[config.mk]
export PLATFORM = sky130hd
export DESIGN_NAME = mdu_uart
export DESIGN_NICKNAME = d
export VERILOG_FILES = /design/src/rtl/mdu_pkg.sv /design/src/rtl/mdu_baud.sv /design/src/rtl/mdu_tx.sv /design/src/rtl/mdu_rx.sv /design/src/rtl/mdu_fifo.sv /design/src/rtl/mdu_uart.sv
export SDC_FILE = /design/constraint.sdc
export NUM_CORES = 1
export LEC_CHECK = 0
export BUFFER_PORTS_ARGS = -buffer_cell sky130_fd_sc_hd__buf_2
export CAP_MARGIN = 20
export CORE_UTILIZATION = 40
export DETAILED_ROUTE_END_ITERATION = 8
export GPL_ROUTABILITY_DRIVEN = 0
export PLACE_DENSITY = 0.64
export SYNTH_ARGS = -nofsm -noshare
export SYNTH_HDL_FRONTEND = slang
export SYNTH_SLANG_ARGS = --single-unit
[constraint.sdc]
create_clock -name clk -period 2.2 [get_ports clk]
set_input_delay 0.44 -clock clk [delete_from_list [all_inputs] [get_ports clk]]
set_output_delay 0.44 -clock clk [all_outputs]
set_load 0.01 [all_outputs]
[src/rtl/mdu_pkg.sv]
package mdu_pkg;
    localparam int DATA_W = 8;

    typedef struct packed {
        logic              brk;
        logic              fe;
        logic              tag;
        logic [DATA_W-1:0] data;
    } rx_entry_t;

    localparam int ENTRY_W = $bits(rx_entry_t);

    typedef enum logic [2:0] {T_IDLE, T_START, T_DATA, T_TAG, T_STOP} tx_state_t;
    typedef enum logic [2:0] {R_IDLE, R_START, R_DATA, R_TAG, R_STOP, R_WAIT_HIGH} rx_state_t;

    localparam logic [1:0] A_MODE = 2'd0;
    localparam logic [1:0] A_CTRL = 2'd1;
    localparam logic [1:0] A_DATA = 2'd2;
    localparam logic [1:0] A_STAT = 2'd3;
endpackage

[src/rtl/mdu_baud.sv]
module mdu_baud #(
    parameter int DIV = 27
) (
    input  logic clk,
    input  logic rst_n,
    output logic tick
);
    localparam int CW = (DIV > 1) ? $clog2(DIV) : 1;
    logic [CW-1:0] cnt;

    always_ff @(posedge clk or negedge rst_n) begin
        if (!rst_n) begin
            cnt  <= '0;
            tick <= 1'b0;
        end else if (cnt == CW'(DIV - 1)) begin
            cnt  <= '0;
            tick <= 1'b1;
        end else begin
            cnt  <= cnt + 1'b1;
            tick <= 1'b0;
        end
    end
endmodule

[src/rtl/mdu_tx.sv]
module mdu_tx
    import mdu_pkg::*;
(
    input  logic              clk,
    input  logic              rst_n,
    input  logic              tick,
    input  logic              en,
    input  logic              load,
    input  logic [DATA_W-1:0] ld_data,
    input  logic              ld_tag,
    input  logic [1:0]        ld_width,
    input  logic              ld_two_stop,
    output logic              txd,
    output logic              ready
);
    tx_state_t         state, state_nx;
    logic              hold_full, hold_tag, hold_two;
    logic [1:0]        hold_width;
    logic [DATA_W-1:0] hold_data, shift;
    logic              stag, stwo;
    logic [2:0]        last_bit, bitn;
    logic [3:0]        tcnt;
    logic              stopn, bit_end;

    assign ready   = !hold_full;
    assign bit_end = tick && (tcnt == 4'd15);

    always_comb begin
        state_nx = state;
        unique case (state)
            T_IDLE:  if (en && hold_full) state_nx = T_START;
            T_START: if (bit_end) state_nx = T_DATA;
            T_DATA:  if (bit_end && bitn == last_bit) state_nx = T_TAG;
            T_TAG:   if (bit_end) state_nx = T_STOP;
            T_STOP:  if (bit_end && !(stwo && !stopn)) state_nx = T_IDLE;
            default: state_nx = T_IDLE;
        endcase
    end

    always_ff @(posedge clk or negedge rst_n) begin
        if (!rst_n) begin
            state      <= T_IDLE;
            hold_full  <= 1'b0;
            hold_data  <= '0;
            hold_tag   <= 1'b0;
            hold_two   <= 1'b0;
            hold_width <= '0;
            shift      <= '0;
            stag       <= 1'b0;
            stwo       <= 1'b0;
            last_bit   <= '0;
            bitn       <= '0;
            tcnt       <= '0;
            stopn      <= 1'b0;
        end else begin
            state <= state_nx;
            if (load && !hold_full) begin
                hold_full  <= 1'b1;
                hold_data  <= ld_data;
                hold_tag   <= ld_tag;
                hold_two   <= ld_two_stop;
                hold_width <= ld_width;
            end
            if (state == T_IDLE) begin
                tcnt <= '0;
                if (en && hold_full) begin
                    hold_full <= 1'b0;
                    shift     <= hold_data;
                    stag      <= hold_tag;
                    stwo      <= hold_two;
                    last_bit  <= 3'(hold_width) + 3'd4;
                end
            end else if (tick) begin
                tcnt <= tcnt + 1'b1;
            end
            if (bit_end) begin
                unique case (state)
                    T_START: bitn <= '0;
                    T_DATA: begin
                        bitn  <= bitn + 1'b1;
                        shift <= shift >> 1;
                    end
                    T_TAG:  stopn <= 1'b0;
                    T_STOP: stopn <= 1'b1;
                    default: ;
                endcase
            end
        end
    end

    always_comb begin
        unique case (state)
            T_START: txd = 1'b0;
            T_DATA:  txd = shift[0];
            T_TAG:   txd = stag;
            default: txd = 1'b1;
        endcase
    end

    a_r2_hold_moves: assert property (@(posedge clk) disable iff (!rst_n)
        (state == T_IDLE && en && hold_full) |=> (state == T_START && !hold_full));
    a_r10_two_stop: assert property (@(posedge clk) disable iff (!rst_n)
        (state == T_STOP && stwo && !stopn && bit_end) |=> (state == T_STOP && txd));
endmodule

[src/rtl/mdu_rx.sv]
module mdu_rx
    import mdu_pkg::*;
(
    input  logic       clk,
    input  logic       rst_n,
    input  logic       tick,
    input  logic       rxd,
    input  logic [1:0] width,
    output logic       done,
    output rx_entry_t  entry
);
    rx_state_t         state, state_nx;
    logic [1:0]        sync;
    logic              rxs, sample;
    logic [3:0]        tcnt;
    logic [2:0]        bitn;
    logic [DATA_W-1:0] dat;
    logic              tagr;

    assign rxs    = sync[1];
    assign sample = tick && (tcnt == 4'd15);

    always_comb begin
        state_nx = state;
        unique case (state)
            R_IDLE:      if (tick && !rxs) state_nx = R_START;
            R_START:     if (tick && tcnt == 4'd7) state_nx = rxs ? R_IDLE : R_DATA;
            R_DATA:      if (sample && bitn == 3'(width) + 3'd4) state_nx = R_TAG;
            R_TAG:       if (sample) state_nx = R_STOP;
            R_STOP:      if (sample) state_nx = rxs ? R_IDLE : R_WAIT_HIGH;
            R_WAIT_HIGH: if (rxs) state_nx = R_IDLE;
            default:     state_nx = R_IDLE;
        endcase
    end

    always_ff @(posedge clk or negedge rst_n) begin
        if (!rst_n) begin
            state <= R_IDLE;
            sync  <= 2'b11;
            tcnt  <= '0;
            bitn  <= '0;
            dat   <= '0;
            tagr  <= 1'b0;
        end else begin
            state <= state_nx;
            sync  <= {sync[0], rxd};
            if (state == R_IDLE) begin
                tcnt <= '0;
                bitn <= '0;
                dat  <= '0;
            end else if (state == R_START && tick && tcnt == 4'd7) begin
                tcnt <= '0;
            end else if (tick) begin
                tcnt <= tcnt + 1'b1;
            end
            if (sample && state == R_DATA) begin
                dat[bitn] <= rxs;
                bitn      <= bitn + 1'b1;
            end
            if (sample && state == R_TAG) tagr <= rxs;
        end
    end

    always_ff @(posedge clk or negedge rst_n) begin
        if (!rst_n) begin
            done  <= 1'b0;
            entry <= '0;
        end else begin
            done <= sample && (state == R_STOP);
            if (sample && state == R_STOP) begin
                entry.data <= dat;
                entry.tag  <= tagr;
                entry.fe   <= !rxs;
                entry.brk  <= !rxs && !tagr && (dat == '0);
            end
        end
    end

    a_r8_break_fields: assert property (@(posedge clk) disable iff (!rst_n)
        (done && entry.brk) |-> (entry.data == '0 && entry.fe && !entry.tag));
    a_r8_one_break: assert property (@(posedge clk) disable iff (!rst_n)
        (done && entry.brk) |-> (state == R_WAIT_HIGH));
endmodule

[src/rtl/mdu_fifo.sv]
module mdu_fifo #(
    parameter int W     = 11,
    parameter int DEPTH = 4
) (
    input  logic         clk,
    input  logic         rst_n,
    input  logic         push,
    input  logic         pop,
    input  logic [W-1:0] din,
    output logic [W-1:0] dout,
    output logic         empty,
    output logic         full
);
    localparam int PW = (DEPTH > 1) ? $clog2(DEPTH) : 1;
    localparam int CW = $clog2(DEPTH + 1);

    logic [W-1:0]  mem [DEPTH];
    logic [PW-1:0] wp, rp;
    logic [CW-1:0] count;
    logic          do_push, do_pop;

    assign empty   = (count == '0);
    assign full    = (count == CW'(DEPTH));
    assign do_push = push && !full;
    assign do_pop  = pop && !empty;
    assign dout    = mem[rp];

    always_ff @(posedge clk or negedge rst_n) begin
        if (!rst_n) begin
            wp    <= '0;
            rp    <= '0;
            count <= '0;
            for (int i = 0; i < DEPTH; i++) mem[i] <= '0;
        end else begin
            if (do_push) begin
                mem[wp] <= din;
                wp      <= (wp == PW'(DEPTH - 1)) ? '0 : wp + 1'b1;
            end
            if (do_pop) rp <= (rp == PW'(DEPTH - 1)) ? '0 : rp + 1'b1;
            count <= count + CW'(do_push) - CW'(do_pop);
        end
    end

    a_r9_count_bound: assert property (@(posedge clk) disable iff (!rst_n)
        count <= CW'(DEPTH));
    a_r9_keep_on_full: assert property (@(posedge clk) disable iff (!rst_n)
        (push && full && !pop) |=> ($stable(count) && $stable(wp)));
endmodule

[src/rtl/mdu_uart.sv]
module mdu_uart
    import mdu_pkg::*;
#(
    parameter int CLK_DIV    = 27,
    parameter int FIFO_DEPTH = 4
) (
    input  logic       clk,
    input  logic       rst_n,
    input  logic [1:0] cpu_addr,
    input  logic       cpu_wr,
    input  logic       cpu_rd,
    input  logic [7:0] cpu_wdata,
    output logic [7:0] cpu_rdata,
    input  logic       rxd,
    output logic       txd
);
    logic       tick;
    logic [1:0] m_width;
    logic       m_two, m_tag, tx_en, rx_en, ovr;
    logic       tx_ready, rx_done, push, pop, f_empty, f_full;
    rx_entry_t  rx_ent, head;

    mdu_baud #(.DIV(CLK_DIV)) u_baud (.clk(clk), .rst_n(rst_n), .tick(tick));

    mdu_tx u_tx (
        .clk(clk), .rst_n(rst_n), .tick(tick), .en(tx_en),
        .load(cpu_wr && cpu_addr == A_DATA), .ld_data(cpu_wdata),
        .ld_tag(m_tag), .ld_width(m_width), .ld_two_stop(m_two),
        .txd(txd), .ready(tx_ready)
    );

    mdu_rx u_rx (
        .clk(clk), .rst_n(rst_n), .tick(tick), .rxd(rxd), .width(m_width),
        .done(rx_done), .entry(rx_ent)
    );

    assign push = rx_done && (rx_en || rx_ent.tag);
    assign pop  = cpu_rd && (cpu_addr == A_DATA);

    mdu_fifo #(.W(ENTRY_W), .DEPTH(FIFO_DEPTH)) u_fifo (
        .clk(clk), .rst_n(rst_n), .push(push), .pop(pop),
        .din(rx_ent), .dout(head), .empty(f_empty), .full(f_full)
    );

    always_ff @(posedge clk or negedge rst_n) begin
        if (!rst_n) begin
            m_width <= 2'd3;
            m_two   <= 1'b0;
            m_tag   <= 1'b0;
            tx_en   <= 1'b0;
            rx_en   <= 1'b0;
            ovr     <= 1'b0;
        end else begin
            if (cpu_wr && cpu_addr == A_MODE) begin
                m_width <= cpu_wdata[1:0];
                m_two   <= cpu_wdata[2];
                m_tag   <= cpu_wdata[3];
            end
            if (cpu_wr && cpu_addr == A_CTRL) begin
                tx_en <= cpu_wdata[0];
                rx_en <= cpu_wdata[1];
            end
            if (cpu_wr && cpu_addr == A_STAT) ovr <= 1'b0;
            else if (push && f_full)          ovr <= 1'b1;
        end
    end

    always_comb begin
        unique case (cpu_addr)
            A_MODE:  cpu_rdata = {4'b0, m_tag, m_two, m_width};
            A_CTRL:  cpu_rdata = {6'b0, rx_en, tx_en};
            A_DATA:  cpu_rdata = f_empty ? 8'h00 : head.data;
            default: cpu_rdata = {2'b0, ovr,
                                  !f_empty && head.brk, !f_empty && head.fe,
                                  !f_empty && head.tag, tx_ready, !f_empty};
        endcase
    end

    a_r5_disabled_drop: assert property (@(posedge clk) disable iff (!rst_n)
        (rx_done && !rx_en && !rx_ent.tag && !pop) |=> $stable(f_empty));
    a_r9_ovr_sets: assert property (@(posedge clk) disable iff (!rst_n)
        (rx_done && (rx_en || rx_ent.tag) && f_full && !pop && !(cpu_wr && cpu_addr == A_STAT))
        |=> ovr);
endmodule

; Yosys cells after proc, flatten, opt, wreduce, memory -nomap -nowiden
; Cells that the tools add are included.
[totals]
reg_bits = 134
word_cells = 195
[classes]
addsub = 11
n_lt_le_gt_ge = 5
n_eq_ne = 32
muxes = 51
bitwise = 2
reduce_logical = 55
[ops]
columns = op, count
row1 = 8-bit two-way mux, 7
row2 = 44-bit bitwise mux, 1
row3 = 3-bit two-way mux, 14
row4 = 11-bit two-way mux, 3
row5 = 1-bit logical AND, 31
row6 = 8-bit case mux with 3 select lines, 1
row7 = 11-bit binary-select mux with 2-bit select, 1
row8 = 11-bit demux with 2-bit select, 1
row9 = 4-bit two-way mux, 5
row10 = "2-bit by 1-bit != test with 1-bit output, second input constant", 10
row11 = 3-bit case mux with 6 select lines, 1
row12 = 3-bit case mux with 5 select lines, 1
row13 = "3-bit by 2-bit == test with 1-bit output, second input constant", 4
row14 = "3-bit == test, second input constant", 4
row15 = 2-bit nonzero test, 5
row16 = 3-bit logical NOT, 3
row17 = "4-bit by 1-bit adder with 4-bit output, second input constant", 2
row18 = 8-bit bitwise mux, 1
row19 = "2-bit == test, second input constant", 4
row20 = "4-bit == test, second input constant", 2
row21 = 8-bit logical NOT, 1
row22 = 1-bit logical NOT, 7
row23 = 1-bit two-way mux, 7
row24 = "2-bit by 3-bit adder with 3-bit output, second input constant", 2
row25 = other kinds (28), 38

; Depth between registers and ports, before layout
[logic_depth]
word_depth = 6
ltp_mapped = 11

; Hierarchy
; A second synthesis with hierarchy kept.
[hier_totals]
cells_unflattened = 524
hier_area_um2 = 6759.0
[by_module_without_submodules]
columns = mod, n_inst, cells_per_inst, area_per_inst_um2
row1 = mdu_fifo, 1, 143, 2533.7
row2 = mdu_tx, 1, 159, 1770.4
row3 = mdu_rx, 1, 153, 1645.3
row4 = mdu_uart, 1, 44, 518.0
row5 = mdu_baud, 1, 25, 291.5

; Worst setup path before layout
; Ideal clock, no wire load.
[synth_path]
path_type = input to register
startpoint = input port cpu_addr[1]
endpoint = register u_fifo.count[2]
arrival_time_ns = 2.245
slack_ns = -0.170
cell_stages = 11
cell_sequence = clkbuf_1 o31ai_1 nor2_1 and2_1 ha_1 inv_1 ha_1 inv_1 fa_1 xnor2_1 xnor2_1
[synth_via]
elab_chain_cells = 4
[synth_lines]
columns = item, line_no
row1 = start: declaration, mdu_uart.sv:9  ; input logic [1:0] cpu_addr,
row2 = 2-bit == test, mdu_uart.sv:38  ; assign pop = cpu_rd && (cpu_addr == A_DATA);
row3 = 1-bit logical AND, mdu_uart.sv:38
row4 = 1-bit logical AND, mdu_fifo.sv:25  ; assign do_pop = pop && !empty;
row5 = named net u_fifo.do_pop, mdu_fifo.sv:20  ; logic do_push, do_pop;
row6 = 3-bit by 1-bit subtractor with 3-bit output, mdu_fifo.sv:40  ; count <= count + CW'(do_push) - CW'(do_pop);
row7 = end signal: assignment, mdu_fifo.sv:40
row8 = end: declaration, mdu_fifo.sv:19  ; logic [CW-1:0] count;
; The timed path passes the listed nets, and every way through them passes these cells.
; A chain may end at the register's enable or synchronous reset.

; Worst setup path after layout
[layout_path]
startpoint = register u_fifo.rp[0]
endpoint = output port cpu_rdata[0]
[layout_via]
elab_chain_cells = 6
[layout_lines]
columns = item, line_no
row1 = start: declaration, mdu_fifo.sv:18  ; logic [PW-1:0] wp, rp;
row2 = start signal: assignment, mdu_fifo.sv:39  ; if (do_pop) rp <= (rp == PW'(DEPTH - 1)) ? '0 : rp + 1'b1;
row3 = 2-bit NOT with 3-bit output (implied by the code), mdu_fifo.sv:26  ; assign dout = mem[rp];
row4 = 11-bit binary-select mux with 2-bit select, mdu_fifo.sv:26
row5 = 11-bit two-way mux (implied by the code) (2 in a row), mdu_fifo.sv:26
row6 = 8-bit two-way mux, mdu_uart.sv:72  ; A_DATA: cpu_rdata = f_empty ? 8'h00 : head.data;
row7 = 8-bit case mux with 3 select lines, mdu_uart.sv:69  ; unique case (cpu_addr)
row8 = end: declaration, mdu_uart.sv:13  ; output logic [7:0] cpu_rdata,
; No other way between the ends. The select of a mux whose other input is x is not followed.

==> out/results.txt <==
Cell taking the most area after synthesis: dfrtp_1
Count of unique library cells instantiated by Yosys: 58
Drt pass-1 iters: 5
Avg Inst Size Synth: 12.3 µm²
TritonCTS clock tree: built
Yosys warnings: 0
Number of remaining DRC errors: 0
Chip Width: 128 µm
Setup_tns: -0.646 ns
Failing checks: setup timing
Primary FF master, synth: dfrtp_1
Root buf cell: clkbuf_16
Max Root-Sink Buffers: 2
GRT overflow: 0
Initial antenna violation count: 0
Run status: finished with violations
Worst r2r src: u_fifo.count[2]$_DFF_PN0_
Die Height: 128 µm
Vias/cell: 5.28
Vias: 4125
First DRT Iteration DRCs: 272
Hold Path Class: input port to register
H-tree Lvls: 4
Top cells by area, synth: dfrtp_1 52%, mux2_2 13%, mux4_2 3.9%, mux2i_1 3.5%, o21ai_0 3.2%
Period Utilization, post-route: 1.05
Worst rel slew slack: 0.606
Top delay family on crit path: multiplexers
Fillers: 1351
GRT Resource Usage Total: 0.166
Fin crit period: 2.32 ns
Post-synthesis mux area share: 0.215
DR WL/cell: 15.7 µm
Crit-path max cell delay: 0.51 ns
Die area: 0.0163 mm²
Vias in the first global route: 4219
Post-Syn Nets: 543
CP endpoint kind: output port
Port bufs: 23
Cell Rows: 45
Worst Path Arrival: 1.88 ns
Clk slew on worst S/H paths: 0.05 ns
CP max FO: 7
Commonest non-fill, non-tap cell in the layout: dfrtp_1
Total power: 7.02 mW
Max-cap viol count: 0
Setup violators final: 8
Post-synth ARST share: 1.00
Synth top area share: 0.515
Num ports: 24
First-pass GRT wire length: 21.0 mm
Post-synth EDFFs: 0
Area Growth Syn to Fin: 19.4%
Routed Antenna Nets: 0
Gate Count Post-Synth: 514
Inserted Clock Buffers: 17
Fin nets: 590
#FFs+latches synth: 134
Leakage power total: 3.56 nW
Max VDD drop: 0.427 mV
Post-Synth Simple-Gate Area: 0.0985
Adder-cell share of the synthesized area: 0.0289
Synthesized area: 0.00631 mm²
Slew Limit Fails: 0
Setup CP Type: register to output port
Hold Path Origin: rxd
CP max-delay cell: mux4_2
PwrDens: 931 mW/mm²
Largest net degree at the start of global routing: 59
Initial Util: 0.412
Core Area: 0.0153 mm²
Unrepaired setup endpoints after global routing: true
Buf+Inv Stages, Crit Path: 2
Worst Setup SP: u_fifo.rp[0]$_DFFE_PN0P_
Worst setup margin: -0.118 ns
Commonest cells after routing, fill and taps aside: 128 x dfrtp_1, 72 x mux2_2, 38 x o21ai_0
Post-Synth XOR/XNOR Area: 0.0194
Clock latency at the later pin of the worst-skew pair: 0.41 ns
HPWL after DPL: 8.36 mm
Seq/Total Area, Yosys: 0.532
WP data required: 1.76 ns
Antenna cells: 0
Fmax: 431 MHz
Total Wirelength: 12.2 mm
Worst Clk Skew: 0.00614 ns
Slew @ Worst Pin: 0.592 ns
Critical Path, Cell by Cell: buf_12, mux4_2, o21bai_1, a21oi_1, buf_2
Startpoint types: register
Compound-Gate Fraction of Synth Area: 0.0755
Layout cells sized above 1: 0.349
Fin. Hold Viols: 0
Largest family of logic cells by synthesized area: multiplexers
CTS sink count: 134
## cell usage after synthesis, drive strengths merged, types with 3 or more instances
cell type / instances
dfrtp: 130
mux2: 77
and4: 4
nor3: 5
xor2: 10
mux2i: 22
mux4: 11
and2: 5
ha: 13
nor4: 3
nor2b: 4
xnor2: 4
nand2: 36
nor2: 33
nand3: 6
inv: 14
dfstp: 4
a31oi: 5
a21oi: 9
nand4: 4
a22o: 7
buf: 13
nand2b: 7
clkbuf: 16
o21ai: 40
## power breakdown
part | internal, mW | leakage [nW] | switching [mW] | total (mW)
logic | 0.671 | 1.51 | 0.510 | 1.18
clock network | 1.79 | 0.284 | 0.957 | 2.74
registers | 2.80 | 1.77 | 0.289 | 3.09
## what timing repair did
item                                    CTS  global route
hold buffers                              1             0
endpoints found under the setup margin    8            10
endpoints found under the hold margin     1             0
buffers inserted                          1             3
gates resized for setup                   5            16
pin swaps                                 0            10
gates cloned                              0             1
## kinds of logic after synthesis
logic type	Yosys count
AOI/OAI and AO/OA	78
xor gates and xnor gates	14
adders and majority gates	14
buffers and inverters	43
DFF	134
muxes	110
and+or+nand+nor	121
## per-stage QoR
| stage | area [µm²] | instances | setup slack (ns) | hold slack (ns) | util |
|---|---|---|---|---|---|
| 6_report | 7540 | 781 | -0.118 | 0.128 | 0.492 |
| 3_5_place_dp | 6800 | 747 | 0.0342 | 0.347 | 0.444 |
| 4_1_cts | 7420 | 777 | -0.147 | 0.107 | 0.484 |
| 3_3_place_gp | 6800 | 747 | 0.0925 | 0.347 | 0.444 |
| 5_1_grt | 7540 | 781 | -0.241 | 0.113 | 0.492 |
| 2_1_floorplan | 6320 | 514 | 0.00562 | 0.144 | - |
## final cells by class
cell class	count	area [µm²]	area share
clock inverters	4	70.1	0.00930
well taps	211	264	0.0350
flip-flops and latches	134	3360	0.446
inverters	14	52.6	0.00697
multi-input cells	337	2850	0.378
clock buffers	24	502	0.0666
repair buffers	57	440	0.0584
## registers in the layout (all words and copies together), names as in the netlist, 2 cells and up
| register | count |
|---|---|
| u_rx.state | 3 |
| u_rx.tcnt | 4 |
| u_rx.sync | 2 |
| u_tx.shift | 8 |
| u_fifo.mem | 44 |
| u_rx.bitn | 3 |
| u_baud.cnt | 5 |
| u_rx.entry | 11 |
| u_tx.last_bit | 3 |
| u_tx.bitn | 3 |
| u_rx.dat | 8 |
| m_width | 2 |
| u_tx.hold_data | 8 |
| u_tx.state | 3 |
| u_fifo.rp | 2 |
| u_fifo.count | 3 |
| u_tx.tcnt | 4 |
| u_fifo.wp | 2 |
| u_tx.hold_width | 2 |
## worst reg2reg max path: stages (launching register included)
cell and delay, ns:
dfrtp_1 0.40, o31ai_4 0.28, nor2_2 0.07, and2_4 0.17, ha_4 0.23, inv_2 0.06, ha_4 0.11, inv_2 0.04
fa_2 0.39, xnor2_2 0.14, xnor2_1 0.12
## path summary, 6_finish.rpt
path,to,slack (ns),depth (start not counted)
min in group asynchronous,u_rx.dat[4]$_DFF_PN0_,0.56,2
setup / recovery,cpu_rdata[0],-0.12,5
setup reg to reg,u_fifo.count[2]$_DFF_PN0_,0.09,10
hold / removal,u_rx.sync[0]$_DFF_PN1_,0.13,1
hold reg to reg,u_rx.sync[1]$_DFF_PN1_,0.35,0
max in group asynchronous,u_fifo.mem[4]$_DFFE_PN0P_,1.01,3
## metal layers
layer / global-route usage / wire (µm) / vias to the layer above
met4: 0.0706 / 211 / 0
met5: 0 / 0 / -
met1: 0.218 / 5830 / 2126
li1: - / - / 1932
met2: 0.272 / 5960 / 54
met3: 0.0306 / 251 / 13
(Power assumes the default switching activity.)
